<file path="src/rtl/spi_bridge_pkg.sv">
package spi_bridge_pkg;

    // Trailer layout: padding, then ack, then status
    localparam int STATUS_W     = 2;
    localparam int TRAILER_BITS = 8;

    typedef enum logic {
        CMD_RD = 1'b0,
        CMD_WR = 1'b1
    } cmd_e;

endpackage

</file>
<file path="src/rtl/spi_pin_sync.sv">
module spi_pin_sync #(
    parameter int STAGES = 2
) (
    input  logic clk,
    input  logic rst_n,
    input  logic sclk,
    input  logic cs_n,
    input  logic mosi,
    output logic sel,
    output logic sclk_rise,
    output logic sclk_fall,
    output logic mosi_bit
);

    typedef struct packed {
        logic [STAGES-1:0] sclk_ff;
        logic [STAGES-1:0] csn_ff;
        logic [STAGES-1:0] mosi_ff;
        logic              sclk_last;
    } sync_t;

    sync_t q, d;
    logic  sclk_s;

    assign sclk_s = q.sclk_ff[STAGES-1];

    always_comb begin
        d           = q;
        d.sclk_ff   = {q.sclk_ff[STAGES-2:0], sclk};
        d.csn_ff    = {q.csn_ff[STAGES-2:0], cs_n};
        d.mosi_ff   = {q.mosi_ff[STAGES-2:0], mosi};
        d.sclk_last = sclk_s;
    end

    always_ff @(posedge clk or negedge rst_n) begin
        if (!rst_n) begin
            q.sclk_ff   <= '0;
            q.csn_ff    <= '1;
            q.mosi_ff   <= '0;
            q.sclk_last <= 1'b0;
        end else begin
            q <= d;
        end
    end

    assign sel       = ~q.csn_ff[STAGES-1];
    assign sclk_rise = sclk_s & ~q.sclk_last;
    assign sclk_fall = ~sclk_s & q.sclk_last;
    assign mosi_bit  = q.mosi_ff[STAGES-1];

endmodule

</file>
<file path="src/rtl/spi_cmd_engine.sv">
module spi_cmd_engine
    import spi_bridge_pkg::*;
#(
    parameter int  ADDR_W   = 15,
    parameter int  DATA_W   = 32,
    parameter int  GAP_BITS = 8,
    localparam int FRAME_BITS = 1 + ADDR_W + DATA_W + GAP_BITS + TRAILER_BITS,
    localparam int CNT_W      = $clog2(FRAME_BITS + 1)
) (
    input  logic                clk,
    input  logic                rst_n,
    input  logic                sel,
    input  logic                sclk_rise,
    input  logic                mosi_bit,
    output logic                req_wr,
    output logic                req_rd,
    output logic [ADDR_W-1:0]   req_addr,
    output logic [DATA_W-1:0]   req_wdata,
    input  logic                resp_ack,
    input  logic [STATUS_W-1:0] resp_status,
    input  logic [DATA_W-1:0]   resp_rdata,
    output logic [CNT_W-1:0]    bit_cnt,
    output cmd_e                dir,
    output logic                ans_ack,
    output logic [STATUS_W-1:0] ans_status,
    output logic [DATA_W-1:0]   ans_rdata
);

    localparam int RD_ISSUE = 1 + ADDR_W;
    localparam int WR_ISSUE = RD_ISSUE + DATA_W;
    localparam int RD_CLOSE = RD_ISSUE + GAP_BITS;
    localparam int WR_CLOSE = WR_ISSUE + GAP_BITS;

    typedef struct packed {
        logic [CNT_W-1:0]    cnt;
        logic [DATA_W-2:0]   shreg;
        cmd_e                dir;
        logic [ADDR_W-1:0]   addr;
        logic [DATA_W-1:0]   wdata;
        logic                req_wr;
        logic                req_rd;
        logic                pending;
        logic                ack;
        logic [STATUS_W-1:0] status;
        logic [DATA_W-1:0]   rdata;
    } eng_t;

    eng_t              q, d;
    logic [DATA_W-1:0] shift_nx;
    logic [CNT_W-1:0]  cnt_nx;
    logic [CNT_W-1:0]  close_pt;

    assign close_pt = (q.dir == CMD_WR) ? CNT_W'(WR_CLOSE) : CNT_W'(RD_CLOSE);

    always_comb begin
        d        = q;
        d.req_wr = 1'b0;
        d.req_rd = 1'b0;
        shift_nx = {q.shreg, mosi_bit};
        cnt_nx   = q.cnt + 1'b1;

        // first answer inside the window is taken
        if (q.pending && resp_ack) begin
            d.pending = 1'b0;
            d.ack     = 1'b1;
            d.status  = resp_status;
            d.rdata   = (q.dir == CMD_WR) ? '0 : resp_rdata;
        end

        if (!sel) begin
            d.cnt     = '0;
            d.pending = 1'b0;
        end else if (sclk_rise && (q.cnt != CNT_W'(FRAME_BITS))) begin
            d.shreg = shift_nx[DATA_W-2:0];
            d.cnt   = cnt_nx;
            if (cnt_nx == CNT_W'(RD_ISSUE)) begin
                d.dir  = cmd_e'(shift_nx[ADDR_W]);
                d.addr = shift_nx[ADDR_W-1:0];
                if (shift_nx[ADDR_W] == 1'b0) begin
                    d.req_rd  = 1'b1;
                    d.pending = 1'b1;
                    d.ack     = 1'b0;
                    d.status  = '0;
                    d.rdata   = '0;
                end
            end
            if ((cnt_nx == CNT_W'(WR_ISSUE)) && (q.dir == CMD_WR)) begin
                d.wdata   = shift_nx;
                d.req_wr  = 1'b1;
                d.pending = 1'b1;
                d.ack     = 1'b0;
                d.status  = '0;
                d.rdata   = '0;
            end
            if (cnt_nx == close_pt) begin
                d.pending = 1'b0;
            end
        end
    end

    always_ff @(posedge clk or negedge rst_n) begin
        if (!rst_n) begin
            q <= '0;
        end else begin
            q <= d;
        end
    end

    assign req_wr     = q.req_wr;
    assign req_rd     = q.req_rd;
    assign req_addr   = q.addr;
    assign req_wdata  = q.wdata;
    assign bit_cnt    = q.cnt;
    assign dir        = q.dir;
    assign ans_ack    = q.ack;
    assign ans_status = q.status;
    assign ans_rdata  = q.rdata;

    // write strobe lasts one clock
    a_r2_wr_single: assert property (@(posedge clk) disable iff (!rst_n)
        q.req_wr |=> !q.req_wr);

    // read strobe lasts one clock
    a_r3_rd_single: assert property (@(posedge clk) disable iff (!rst_n)
        q.req_rd |=> !q.req_rd);

    // an answer is never awaited past the closing bit
    a_r6_window_closed: assert property (@(posedge clk) disable iff (!rst_n)
        q.pending |-> (q.cnt < close_pt));

    // chip select release restarts the frame and drops any wait
    a_r7_abort_clears: assert property (@(posedge clk) disable iff (!rst_n)
        !sel |=> ((q.cnt == '0) && !q.pending));

    // bit count never passes the frame length
    a_r11_count_bound: assert property (@(posedge clk) disable iff (!rst_n)
        q.cnt <= CNT_W'(FRAME_BITS));

endmodule

</file>
<file path="src/rtl/spi_miso_drive.sv">
module spi_miso_drive
    import spi_bridge_pkg::*;
#(
    parameter int  ADDR_W   = 15,
    parameter int  DATA_W   = 32,
    parameter int  GAP_BITS = 8,
    localparam int FRAME_BITS = 1 + ADDR_W + DATA_W + GAP_BITS + TRAILER_BITS,
    localparam int CNT_W      = $clog2(FRAME_BITS + 1)
) (
    input  logic                clk,
    input  logic                rst_n,
    input  logic                sel,
    input  logic                sclk_fall,
    input  logic [CNT_W-1:0]    bit_cnt,
    input  cmd_e                dir,
    input  logic                ans_ack,
    input  logic [STATUS_W-1:0] ans_status,
    input  logic [DATA_W-1:0]   ans_rdata,
    output logic                miso
);

    localparam int RD_FIRST  = 1 + ADDR_W + GAP_BITS;
    localparam int RD_LAST   = RD_FIRST + DATA_W - 1;
    localparam int TR_FIRST  = FRAME_BITS - TRAILER_BITS;
    localparam int ACK_POS   = FRAME_BITS - STATUS_W - 1;
    localparam int IDX_W     = $clog2(DATA_W);
    localparam int TIDX_W    = $clog2(TRAILER_BITS);

    typedef struct packed {
        logic miso;
    } drv_t;

    drv_t                    q, d;
    logic [TRAILER_BITS-1:0] trailer;
    logic [IDX_W-1:0]        data_idx;
    logic [TIDX_W-1:0]       tr_idx;
    logic                    nxt_bit;
    int                      pos;

    assign trailer = {{(TRAILER_BITS - 1 - STATUS_W){1'b0}}, ans_ack, ans_status};

    always_comb begin
        pos      = int'(bit_cnt);
        data_idx = IDX_W'(RD_LAST - pos);
        tr_idx   = TIDX_W'(FRAME_BITS - 1 - pos);
        nxt_bit  = 1'b0;
        if ((dir == CMD_RD) && (pos >= RD_FIRST) && (pos <= RD_LAST)) begin
            nxt_bit = ans_rdata[data_idx];
        end else if ((pos >= TR_FIRST) && (pos < FRAME_BITS)) begin
            nxt_bit = trailer[tr_idx];
        end
    end

    always_comb begin
        d = q;
        if (!sel) begin
            d.miso = 1'b0;
        end else if (sclk_fall) begin
            d.miso = nxt_bit;
        end
    end

    always_ff @(posedge clk or negedge rst_n) begin
        if (!rst_n) begin
            q <= '0;
        end else begin
            q <= d;
        end
    end

    assign miso = q.miso;

    // output moves only after a falling edge or on deselect
    a_r9_fall_only: assert property (@(posedge clk) disable iff (!rst_n)
        !$stable(q.miso) |-> ($past(sclk_fall) || !$past(sel)));

    // padding bits go out low
    a_r5_pad_low: assert property (@(posedge clk) disable iff (!rst_n)
        (sel && sclk_fall && (pos >= TR_FIRST) && (pos < ACK_POS)) |=> !q.miso);

endmodule

</file>
<file path="src/rtl/spi_regbus_bridge.sv">
module spi_regbus_bridge
    import spi_bridge_pkg::*;
#(
    parameter int ADDR_W      = 15,
    parameter int DATA_W      = 32,
    parameter int GAP_BITS    = 8,
    parameter int SYNC_STAGES = 2
) (
    input  logic                clk,
    input  logic                rst_n,
    input  logic                sclk,
    input  logic                cs_n,
    input  logic                mosi,
    output logic                miso,
    output logic                req_wr,
    output logic                req_rd,
    output logic [ADDR_W-1:0]   req_addr,
    output logic [DATA_W-1:0]   req_wdata,
    input  logic                resp_ack,
    input  logic [STATUS_W-1:0] resp_status,
    input  logic [DATA_W-1:0]   resp_rdata
);

    localparam int FRAME_BITS = 1 + ADDR_W + DATA_W + GAP_BITS + TRAILER_BITS;
    localparam int CNT_W      = $clog2(FRAME_BITS + 1);

    logic                sel, sclk_rise, sclk_fall, mosi_bit;
    logic [CNT_W-1:0]    bit_cnt;
    cmd_e                dir;
    logic                ans_ack;
    logic [STATUS_W-1:0] ans_status;
    logic [DATA_W-1:0]   ans_rdata;

    spi_pin_sync #(.STAGES(SYNC_STAGES)) u_sync (
        .clk       (clk),
        .rst_n     (rst_n),
        .sclk      (sclk),
        .cs_n      (cs_n),
        .mosi      (mosi),
        .sel       (sel),
        .sclk_rise (sclk_rise),
        .sclk_fall (sclk_fall),
        .mosi_bit  (mosi_bit)
    );

    spi_cmd_engine #(.ADDR_W(ADDR_W), .DATA_W(DATA_W), .GAP_BITS(GAP_BITS)) u_engine (
        .clk         (clk),
        .rst_n       (rst_n),
        .sel         (sel),
        .sclk_rise   (sclk_rise),
        .mosi_bit    (mosi_bit),
        .req_wr      (req_wr),
        .req_rd      (req_rd),
        .req_addr    (req_addr),
        .req_wdata   (req_wdata),
        .resp_ack    (resp_ack),
        .resp_status (resp_status),
        .resp_rdata  (resp_rdata),
        .bit_cnt     (bit_cnt),
        .dir         (dir),
        .ans_ack     (ans_ack),
        .ans_status  (ans_status),
        .ans_rdata   (ans_rdata)
    );

    spi_miso_drive #(.ADDR_W(ADDR_W), .DATA_W(DATA_W), .GAP_BITS(GAP_BITS)) u_drive (
        .clk        (clk),
        .rst_n      (rst_n),
        .sel        (sel),
        .sclk_fall  (sclk_fall),
        .bit_cnt    (bit_cnt),
        .dir        (dir),
        .ans_ack    (ans_ack),
        .ans_status (ans_status),
        .ans_rdata  (ans_rdata),
        .miso       (miso)
    );

    // never a read and a write in the same clock
    a_r3_one_kind: assert property (@(posedge clk) disable iff (!rst_n)
        !(req_wr && req_rd));

    // deselected for a clock means MISO is low
    a_r8_idle_low: assert property (@(posedge clk) disable iff (!rst_n)
        (!sel && $past(!sel)) |-> !miso);

endmodule

</file>
<file path="config.mk">
export PLATFORM = sky130hd
export DESIGN_NAME = spi_regbus_bridge
export DESIGN_NICKNAME = d
export VERILOG_FILES = /design/src/rtl/spi_bridge_pkg.sv /design/src/rtl/spi_pin_sync.sv /design/src/rtl/spi_cmd_engine.sv /design/src/rtl/spi_miso_drive.sv /design/src/rtl/spi_regbus_bridge.sv
export SDC_FILE = /design/constraint.sdc
export NUM_CORES = 1
export LEC_CHECK = 0
export ABC_CLOCK_PERIOD_IN_PS = 4700
export BUFFER_PORTS_ARGS = -buffer_cell sky130_fd_sc_hd__buf_2
export CAP_MARGIN = 30
export CORE_MARGIN = 2
export CORE_UTILIZATION = 50
export CTS_BUF_LIST = sky130_fd_sc_hd__clkbuf_4
export DETAILED_ROUTE_END_ITERATION = 12
export PLACE_DENSITY = 0.68
export SYNTH_ARGS = -nofsm -noshare
export SYNTH_HDL_FRONTEND = slang
export SYNTH_SLANG_ARGS = --single-unit
</file>
<file path="constraint.sdc">
create_clock -name clk -period 4.7 [get_ports clk]
set_input_delay 1.41 -clock clk [delete_from_list [all_inputs] [get_ports clk]]
set_output_delay 1.41 -clock clk [all_outputs]
set_load 0.01 [all_outputs]
</file>
After elaboration in Yosys (flattened, before gate mapping)
Cells that the tools add are included.
{"block": "totals", "in_bits": 40, "output_inout_bits": 50, "reg_bits": 132}
{"block": "classes", "bitwise_logic": 6, "reduce_logical": 11, "eq_ne": 4, "add_sub_neg": 3, "mux": 22, "order_cmp": 6}
{"operator": "two-way mux 124 bit", "count": 1}
{"operator": "two-way mux 37 bit", "count": 2}
{"operator": "two-way mux 36 bit", "count": 2}
{"operator": "two-way mux 35 bit", "count": 1}
{"operator": "two-way mux 33 bit", "count": 1}
{"operator": "two-way mux 32 bit", "count": 1}
{"operator": "two-way mux 16 bit", "count": 1}
{"operator": "two-way mux 1 bit", "count": 8}
{"operator": "adder 7 x 1 -> 7 bit, second input constant", "count": 1}
{"operator": "equality test 7 x 5 -> 1 bit, second input constant", "count": 1}
{"operator": "equality test 7 x 6 -> 1 bit, second input constant", "count": 1}
{"operator": "equality test 7 bit", "count": 1}
{"operator": ">= comparator 7 x 5 -> 1 bit, second input constant", "count": 1}
{"operator": ">= comparator 7 x 6 -> 1 bit, second input constant", "count": 1}
{"operator": "<= comparator 7 x 6 -> 1 bit, second input constant", "count": 1}
{"operator": "< comparator 7 bit, second input constant", "count": 1}
{"operator": "two-way mux 7 bit", "count": 1}
{"operator": "!= test 7 bit, second input constant", "count": 1}
{"operator": "logical AND 1 bit", "count": 6}
{"operator": "< comparator 5 x 6 -> 1 bit, second input constant", "count": 1}
{"operator": "two-way mux 6 bit", "count": 1}
{"operator": "AND reduction 3 bit", "count": 2}
{"operator": "binary-select mux 1 bit (select 5 bit)", "count": 1}
{"operator": "subtractor 5 bit, first input constant", "count": 1}
{"operator": "other kinds (8)", "count": 13}

Depth between registers and ports, before layout
Gate-level depths: netlist of the first run.
{"block": "depth", "word_depth": 8, "mapped_depth": 11, "mapped_depth_nobuf": 7}

Hierarchy
Synthesis of the first run repeated with hierarchy kept, for this count alone.
{"block": "unflattened", "cells_unflattened": 525, "hier_area_um2": 6376.1}
{"module": "spi_cmd_engine", "instances": 1, "seq_area_each_um2": 3103.0, "area_per_inst_um2": 5750.5, "cells_each": 474}
{"module": "spi_miso_drive", "instances": 1, "seq_area_each_um2": 25.0, "area_per_inst_um2": 429.2, "cells_each": 41}
{"module": "spi_pin_sync", "instances": 1, "seq_area_each_um2": 177.7, "area_per_inst_um2": 196.4, "cells_each": 10}

Worst setup path after synthesis of the first run
Ideal clock, no wire load.
{"block": "synth_timing", "path_kind": "input to register", "start": "input port resp_ack", "end": "register u_engine.q (netlist bit u_engine.ans_rdata[26])", "required_time_ps": 4579, "slack_ps": 2305, "stages": 6, "n_path_buf": 2, "arrival_ps": 2273, "path_cell_list": "nand2_1 clkbuf_1 clkbuf_1 nor3b_1 a21oi_1 nor2_1"}
{"item": "start, declared", "line_no": "spi_regbus_bridge.sv:19", "source": "input logic resp_ack,"}
{"item": "end signal, assigned", "line_no": "spi_cmd_engine.sv:103", "source": "q <= '0;"}
{"item": "end signal, assigned", "line_no": "spi_cmd_engine.sv:105", "source": "q <= d;"}
{"item": "end, declared", "line_no": "spi_cmd_engine.sv:48", "source": "eng_t q, d;"}

Final worst setup path of the first run
{"block": "layout_timing", "start": "register u_engine.q (netlist bit u_engine.bit_cnt[3])", "end": "register u_engine.q (netlist bit u_engine.req_wdata[24])"}
{"block": "layout_between", "elab_chain_cells": 4, "word_cells_on_any_way": 6, "classes_between": "add/sub (1); eq/ne (2); reduce/logical (3)"}
{"item": "adder 7 x 1 -> 7 bit", "line_no": "spi_cmd_engine.sv:60", "source": "cnt_nx = q.cnt + 1'b1;"}
{"item": "equality test 7 x 6 -> 1 bit", "line_no": "spi_cmd_engine.sv:87", "source": "if ((cnt_nx == CNT_W'(WR_ISSUE)) && (q.dir == CMD_WR)) begin"}
{"item": "logical AND 1 bit", "line_no": "spi_cmd_engine.sv:87"}
{"item": "AND reduction 3 bit (no source line) (*)"}
Every way passes the cells marked *; elsewhere a longest branch is shown, timed or not.
A chain may end at the register's enable or synchronous reset.

==> results.md, run 1 <==
* Remaining antenna violation count after routing at 0
* Pin count of the biggest net entering global routing at between 90 and 100
* Gpl congestion at about 0.86
* Max Fclk at 326 MHz
* Final WS setup at 1.63 ns
* Vias in the first global route at 3750
* PwrDens at approximately 300 nW/um^2
* Critical-path maximum fanout at 33
* Die H at about 110 um
* Worst-path clk slew at between 0.1 and 0.15 ns
* Layout net count at between 500 and 600
* Peak VDD IR at approximately 0.23 mV
* P_leak at around 3.3 nW
* Initial DRC Count at approximately 220
* Drc violations at 0
* Mean area per synthesized cell at around 12 sq um
* Crit end category: flip-flop
* Most frequent cells in the layout: dfrtp_1, buf_2, mux2_2
* Post-synth cell types at 48
* Die area at between 10000 and 15000 sq um
* Area leader, netlist: dfrtp_1
* Routing usage on met3 at around 6.9%
* Slew headroom at a little under a third
* Die width at 115 um
* Clock Latency Late Sink at approximately 0.54 ns
* Cell Area, Synth at 6130 sq um
* Routed WL at about 11 mm
* Post-synthesis async set-or-reset flop share at between 90% and 100%
* TNS Setup at 0 ns
* Clock skew at approximately 0.018 ns
* Yosys Warn Count at 0
* Hold Fails Final Rpt at 0
* Final setup viols at 0
* Vias per Instance at 5.34
* Synth top area share at a little over half
* Ys flop type: dfrtp_1
* Overall Power at 2.02 mW
* Yosys reg bits at between 100 and 150
* Number of synthesized flops with an enable pin at 0
* Crit start category: flip-flop
* GRT busiest layer: met2
* Placed wire-length estimate at 7.56 mm
* Io pins at 90
* Post-CTS sizing at 0
* MaxCap Viol Count at 0
* Post-CTS setup repair buffer count at 0
* Inserted Clock Buffers at 17
* Max Slew Vio Count at 0
* Buffers on Ports at slightly below 90
* M1 GR Usage at 24.3%
* Synthesized Nets at 550
* Fill cell count at between 1000 and 1500
* Period utilization at 65.3%
* H-tree depth at 4
* Hold WC Path Type: reg2reg
* CP Class: reg2reg
* TritonCTS clock tree: yes
* GRT Residual Overflow at 0
* Antenna violations before repair at 0
* Post-synthesis sequential area ratio at a little over half
* Initial Util at 51.1%
* R2R setup slack at approximately 1.6 ns
* Root buf cell: clkbuf_4
* Row count at 40
* Mean routed wirelength per cell at 16.1 um
* Core area at between 10000 and 15000 sq um
* Hold-fix buffers, CTS at 0
* Vias at about 3700
* Syn Inst Count at ~500
* Layout cells sized above 1 at a little under two fifths
* CTS Buffer Depth at 2
* Worst-margin pin slew at 1.02 ns
* RSZ-0062 raised after global routing: no
* Inserted Diodes at 0
* Outcome: finished clean
* GRT Total Usage at between 10% and 20%
* Commonest non-fill, non-tap cell in the layout: dfrtp_1
* Place WS at 1.63 ns
* CP arrival at around 3.5 ns
* WP data required at ~5.1 ns
* Clk sink count at between 100 and 150
* Drt pass-1 iters at 4
* Area growth from synthesis to layout at 7.51%
* Area contributors post-synth: dfrtp_1, mux2_2, buf_4, nor3b_1, a21oi_1
* First-pass GRT wire length at 18.8 mm
* Minimum clock period at between 3 and 4 ns
* Met2 GRT Util at between 20% and 30%
-- area by class of cell --
class                   count  area [sq um]  share of cell area (%)
flip-flops and latches    132          3310                    50.1
clock inverters            11           115                    1.75
well taps                 147           184                    2.79
repair buffers             97           552                    8.37
inverters                   5          18.8                   0.285
multi-input cells         290          2280                    34.6
clock buffers              18           135                    2.05
-- per-stage QoR --
| step | std cells | hold slack (ns) | utilization (%) | cell area (sq um) |
|---|---|---|---|---|
| 2_1_floorplan | 504 | 0.331 | - | 6130 |
| 4_1_cts | 700 | 0.353 | 54.9 | 6600 |
| 5_1_grt | 700 | 0.359 | 54.9 | 6600 |
| 3_3_place_gp | 668 | 0.337 | 52.3 | 6280 |
| 3_5_place_dp | 671 | 0.337 | 52.8 | 6340 |
| 6_report | 700 | 0.351 | 54.9 | 6600 |
-- path summary, 6_finish.rpt --
kind / end / start / depth (start not counted)
max: u_engine.req_wdata[24] / u_engine.bit_cnt[3] / 7
min in group asynchronous: u_engine.ans_rdata[9] / rst_n / 1
max reg2reg: u_engine.req_wdata[24] / u_engine.bit_cnt[3] / 7
min reg2reg: u_sync.mosi_bit / u_sync.d[2] / 0
min: u_sync.mosi_bit / u_sync.d[2] / 0
max in group asynchronous: u_engine.req_addr[9] / rst_n / 2
-- power breakdown --
part	switching [mW]	internal, mW	total [mW]
clock network	0.394	0.307	0.701
registers	0.0384	1.17	1.21
logic	0.0492	0.0555	0.105
total	0.482	1.53	2.02
-- per-layer routing --
layer	wire length, um	vias up
li1	-	1768
met1	5080	1863
met2	5410	85
met3	619	19
met4	155	0
met5	0	-
-- registers in the layout, indices dropped and copies added, names as in the netlist, 2 cells and up --
signal               cells
u_engine.req_wdata      32
u_engine.bit_cnt         7
u_engine.ans_rdata      32
u_engine.ans_status      2
u_sync.d                 4
u_engine.req_addr       15
u_sync.q                 2
u_engine.q              32
-- Yosys cell counts, types with 2 or more instances --
cell type / n
mux2_1: 5
mux2_4: 9
dfrtp_1: 130
nor3b_1: 32
clkbuf_1: 12
xor2_1: 4
o21ai_0: 3
mux2_2: 65
nand2_1: 13
nand4b_1: 2
buf_6: 4
inv_1: 5
dfstp_2: 2
nor3_1: 2
nand3_1: 6
nor2b_1: 6
a22oi_1: 4
nand2b_1: 4
xnor2_1: 6
nor2_1: 45
buf_4: 50
buf_2: 10
a21oi_1: 38
a31oi_1: 2
ha_1: 6
nand4_1: 2
mux2i_1: 16
-- kinds of logic (layout without fill, tap and decap cells) --
kind of cell / count (synthesis) / after routing / synth area share (%)
AOI/OAI and AO/OA: 56 / 56 / 5.55
xor gates and xnor gates: 10 / 10 / 1.43
adders and majority gates: 6 / 6 / 1.22
buffers and inverters: 82 / 131 / 9.04
DFF: 132 / 132 / 53.9
muxes: 95 / 95 / 17.7
and+or+nand+nor: 123 / 123 / 11.2
-- worst max-delay path, stage by stage, from the launching register on --
cell	delay [ns]
dfrtp_1	0.55
inv_1	0.16
ha_1	0.26
a41oi_4	0.36
nor2b_4	0.25
nand3_4	0.11
nor2_4	0.81
mux2_2	0.42
Note: power is estimated with default switching activity, not from simulation.
==> run 2, diff against run 1 <==
- ABC_AREA: default -> 1
- ABC_CLOCK_PERIOD_IN_PS: 4700 -> 3200
- clock period: 4.7 -> 3.2 ns (I/O delays scaled with it)
==> results.md, run 2 <==
* Buffers on Ports at 89
* Fill cell count at 1091
* Most frequent cells in the layout: nand2_1, dfrtp_1, buf_2
* Peak VDD IR at approximately 0.23 mV
* Area leader, netlist: dfrtp_1
* Placed wire-length estimate at 7.85 mm
* Drc violations at 0
* Cell Area, Synth at 5970 sq um
* Area growth from synthesis to layout at 7.56%
* Root buf cell: clkbuf_4
* GRT busiest layer: met2
* Drt pass-1 iters at 7
* Most frequent cell after synthesis: nand2_1
* Die H at around 110 um
* Post-route cell area at approximately 6400 sq um
* Crit start category: flip-flop
* Place WS at approximately 0.52 ns
* Overall Power at between 3 and 4 mW
* TritonCTS clock tree: yes
* Post-CTS sizing at 0
* Crit path to: u_engine.ans_rdata[15]
* Finished Core Util at a little under three fifths
* Top cells by count, synth: nand2_1, dfrtp_1, nand3_1, inv_1, buf_4
* First-pass GRT wire length at ~20 mm
* Number of synthesized flops with an enable pin at 0
* Clock Latency Late Sink at 0.53 ns
* MaxCap Viol Count at 0
* Final hold slack at around 0.35 ns
* Syn Inst Count at 679
* Mean area per synthesized cell at just under 9 sq um
* GRT Total Usage at slightly below 20%
* Top delay family on crit path: simple AND/OR/NAND/NOR gates
* Clk sink count at 132
* R2R setup slack at about 0.52 ns
* Critical-path maximum fanout at 35
* Period utilization at 83.7%
* Initial Util at roughly half
* R2R Path Start: u_engine.bit_cnt[1]
* Area contributors post-synth: dfrtp_1, nand2_1, buf_4, nand3_1, o21ai_1
* Commonest non-fill, non-tap cell in the layout: nand2_1
* Buf/Inv on CP at 3
* TNS Setup at 0 ns
* Outcome: finished clean
* Post-synth cell types at 28
* Hold Fails Final Rpt at 0
* Worst-path clk slew at roughly 0.11 ns
* Routing usage on met3 at 4.98%
* Synth top area share at between 50 and 60%
* Minimum clock period at approximately 2.7 ns
* Initial DRC Count at between 300 and 400
* Remaining antenna violation count after routing at 0
* Non-filler cells, final at 871
* Critical Path, Cell by Cell: clkinv_1 -> ha_1 -> nand4_1 -> o21ai_1 -> inv_1 -> nand2_2 -> inv_1 -> nand3_4 -> nand2_4 -> a21oi_1
* Hold-fix buffers, CTS at 0
* Final setup viols at 0
* Worst-margin pin slew at around 0.60 ns
* Hold WC Path Type: reg2reg
* WP data required at 3.59 ns
* Hold path depth at 0
* Antenna violations before repair at 1
* Cells after DPL at 840
* Io pins at 90
* Pin count of the biggest net entering global routing at 68
* Clock skew at between 0.015 and 0.02 ns
* Core area at ~12000 sq um
* Post-synthesis sequential area ratio at ~55%
* Mean routed wirelength per cell at 13.3 um
* Slowest stage delay, CP at around 0.52 ns
* PwrDens at around 490 nW/um^2
* Die area at about 13000 sq um
* Synthesized Nets at about 730
* R2R cell count at 10
* Crit end category: flip-flop
* Crit path depth at 10
* Gpl congestion at approximately 0.8
* Yosys reg bits at ~130
* Routed WL at ~12 mm
* Ys flop type: dfrtp_1
* CTS Buffer Depth at 2
* Slowest-stage cell, CP: dfrtp_1
* P_leak at approximately 3.2 nW
* Vias in the first global route at between 4000 and 5000
* H-tree depth at 4
* Met2 GRT Util at 30.8%
* RSZ-0062 raised after global routing: no
* CP arrival at between 3 and 4 ns
* CP Class: reg2reg
* Die width at 113 um
* Post-CTS setup repair buffer count at 0
* Row count at 39
* Crit path from: u_engine.bit_cnt[1]
* GRT Residual Overflow at 0
* M1 GR Usage at a little over a quarter
* Max Slew Vio Count at 0
* Yosys Warn Count at 0
* Layout net count at 762
* Placed cell area at between 6000 and 7000 sq um
* Layout cells sized above 1 at roughly a fifth
* Max Fclk at ~370 MHz
* Inserted Clock Buffers at 17
* Most frequent CP cell: inv_1
* FF-to-FF End: u_engine.ans_rdata[15]
* Vias per Instance at 5.06
* Slew headroom at around three fifths
* Post-synthesis async set-or-reset flop share at 100%
* Vias at 4407
* Final WS setup at approximately 0.52 ns
run 2: metal layers:
metal / wire [um] / vias to the layer above
met1: 5420 / 2059
li1: - / 2217
met3: 507 / 16
met2: 5450 / 115
met5: 0 / -
met4: 223 / 0
run 2: cell families after synthesis:
| group | count (synthesis) | share of synthesized area (%) |
|---|---|---|
| and+or+nand+nor | 273 | 19.4 |
| buffers and inverters | 138 | 12.6 |
| DFF | 132 | 55.4 |
| AOI/OAI and AO/OA | 127 | 10.8 |
| adders and majority gates | 6 | 1.26 |
| xor gates and xnor gates | 3 | 0.566 |
run 2: worst min path at each step:
| stage | start | to |
|---|---|---|
| 6_report | u_sync.d[2] | u_sync.mosi_bit |
| 5_1_grt | u_sync.d[2] | u_sync.mosi_bit |
| 4_1_cts | u_sync.d[6] | u_sync.d[0] |
| 3_5_place_dp | u_sync.d[6] | u_sync.d[0] |
| 3_3_place_gp | u_sync.d[2] | u_sync.mosi_bit |
| 2_1_floorplan | u_sync.d[6] | u_sync.d[0] |
run 2: worst register-to-register path, delay by kind of cell (launching register included):
family	cells	cell delay [ns]
AO/OA/AOI/OAI	2	0.18
adder cells (fa/ha/maj)	1	0.31
buffers and inverters	3	0.62
flip-flops	1	0.52
AND/OR/NAND/NOR	4	0.92
run 2: final cells by class:
type                            instances  area [sq um]  area share, %
Clock buffer                           17           128           1.99
Timing Repair Buffer                   99           536           8.34
Inverter                               57           216           3.37
Clock inverter                         13           141           2.20
Antenna cell                            1          2.50         0.0390
Tap cell                              143           179           2.79
Multi-Input combinational cell        409          1920           29.8
Sequential cell                       132          3310           51.5
run 2: where the power goes:
group          switching (mW)  leakage, nW  internal (mW)  total [mW]
logic                   0.153         1.25         0.0854       0.238
registers              0.0532         1.77           1.76        1.81
clock network           0.578        0.147          0.519        1.10
total                   0.784         3.17           2.36        3.15
==> run 3, diff against run 2 <==
- ABC_CLOCK_PERIOD_IN_PS: 3200 -> 2700
- clock period: 3.2 -> 2.7 ns (I/O delays scaled with it)
==> results.md, run 3 (same netlist as run 2, synthesis figures left out) <==
* Vias at around 4400
* Max Fclk at ~430 MHz
* Area growth from synthesis to layout at 7.88%
* Most frequent cells in the layout: nand2_1, dfrtp_1, buf_2
* TritonCTS clock tree: yes
* Commonest non-fill, non-tap cell in the layout: nand2_1
* P_leak at about 3.2 nW
* Core area at roughly 12000 sq um
* Buffers on Ports at about 90
* Clock skew at around 0.018 ns
* Routed WL at between 10 and 15 mm
* Clock Latency Late Sink at ~0.53 ns
* TNS Setup at 0 ns
* Layout net count at ~760
* Root buf cell: clkbuf_4
* Crit end category: flip-flop
* CTS Buffer Depth at 2
* WP data required at around 3.1 ns
* Pin count of the biggest net entering global routing at roughly 70
* Inserted Diodes at 0
* Drc violations at 0
* Minimum clock period at roughly 2.3 ns
* Worst-margin pin slew at about 0.55 ns
* Die area at ~13000 sq um
* Clk sink count at between 100 and 150
* CP arrival at between 2 and 3 ns
* Slew headroom at between 60% and 70%
* MaxCap Viol Count at 0
* RSZ-0062 raised after global routing: no
* CP Class: reg2reg
* GRT Total Usage at about a fifth
* Critical-path maximum fanout at 31
* Hold Fails Final Rpt at 0
* Max Slew Vio Count at 0
* Period utilization at a little under nine tenths
* Remaining antenna violation count after routing at 0
* Die H at approximately 110 um
* Row count at 39
* Hold WC Path Type: in2async
* PwrDens at about 580 nW/um^2
* First-pass GRT wire length at 20.1 mm
* Peak VDD IR at approximately 0.46 mV
* GRT Residual Overflow at 0
* Mean routed wirelength per cell at about 13 um
* Layout cells sized above 1 at approximately 20%
* Io pins at 90
* Crit start category: flip-flop
* Final setup viols at 0
* Drt pass-1 iters at 5
* Inserted Clock Buffers at 17
* Initial DRC Count at about 260
* Die width at about 110 um
* Final hold slack at approximately 0.2 ns
* Gpl congestion at roughly 0.88
* Worst-path clk slew at ~0.11 ns
* Placed wire-length estimate at around 8.1 mm
* Post-CTS setup repair buffer count at 0
* H-tree depth at 4
* Initial Util at 51.9%
* Antenna violations before repair at 0
* Vias per Instance at approximately 5
* Vias in the first global route at 4234
* Outcome: finished clean
-- run 3: worst max-delay path: stages (launching register included) --
cell	delay (ns)
dfrtp_1	0.56
ha_1	0.23
nand2_1	0.06
inv_2	0.10
nand2_1	0.09
o21ai_1	0.12
nand2_1	0.11
nor2_4	0.16
nand2_1	0.10
inv_2	0.08
nand2_2	0.31
nand2_1	0.18
o21ai_1	0.08
-- run 3: metrics by stage --
step	instances	power (mW)	util (%)	instance area (sq um)	setup WS (ns)
after global routing	874	3.90	55.9	6440	0.0819
final	874	3.71	55.9	6440	0.391
after CTS	874	3.75	55.9	6440	0.269
after global placement	842	2.46	53.6	6170	0.342
after floorplan	679	2.34	-	5970	0.683
after detailed placement	842	2.47	53.6	6170	0.269
-- run 3: area by class of cell --
type	instances	area, sq um
Sequential cell	132	3310
Clock inverter	14	135
Inverter	57	216
Tap cell	143	179
Timing Repair Buffer	101	554
Multi-Input combinational cell	409	1920
Fill cell	1066	5070
Clock buffer	18	135
-- run 3: power by group --
| part | switching [mW] | internal (mW) | total, mW |
|---|---|---|---|
| sequential | 0.0604 | 2.09 | 2.15 |
| clock | 0.725 | 0.552 | 1.28 |
| combinational | 0.180 | 0.103 | 0.283 |
-- run 3: final timing paths --
check                                     from                    end  slack [ns]  depth (start not counted)
max in group asynchronous                rst_n  u_engine.ans_rdata[9]        1.79                          2
min in group clk                   u_sync.d[2]        u_sync.mosi_bit        0.36                          0
setup / recovery           u_engine.bit_cnt[0]  u_engine.req_addr[13]        0.39                         12
hold reg to reg                    u_sync.d[2]        u_sync.mosi_bit        0.36                          0
setup reg to reg           u_engine.bit_cnt[0]  u_engine.req_addr[13]        0.39                         12
hold / removal                           rst_n  u_engine.req_wdata[8]        0.20                          1
-- run 3: repair_timing --
| action | 4_1_cts | 5_1_grt |
|---|---|---|
| hold buffers | 0 | 0 |
| gates resized for setup | 0 | 2 |
| setup endpoints to repair | 0 | 8 |
-- run 3: per-layer routing --
metal  share of wire, %  vias up  global-route usage (%)  routed length, um
met5                  0        -                       0                  0
met4                1.5        0                    6.67                179
met3                4.5       14                    5.62                521
met2                 47      109                    31.3               5510
met1                 47     2063                    26.3               5470
li1                   -     2227                       -                  -
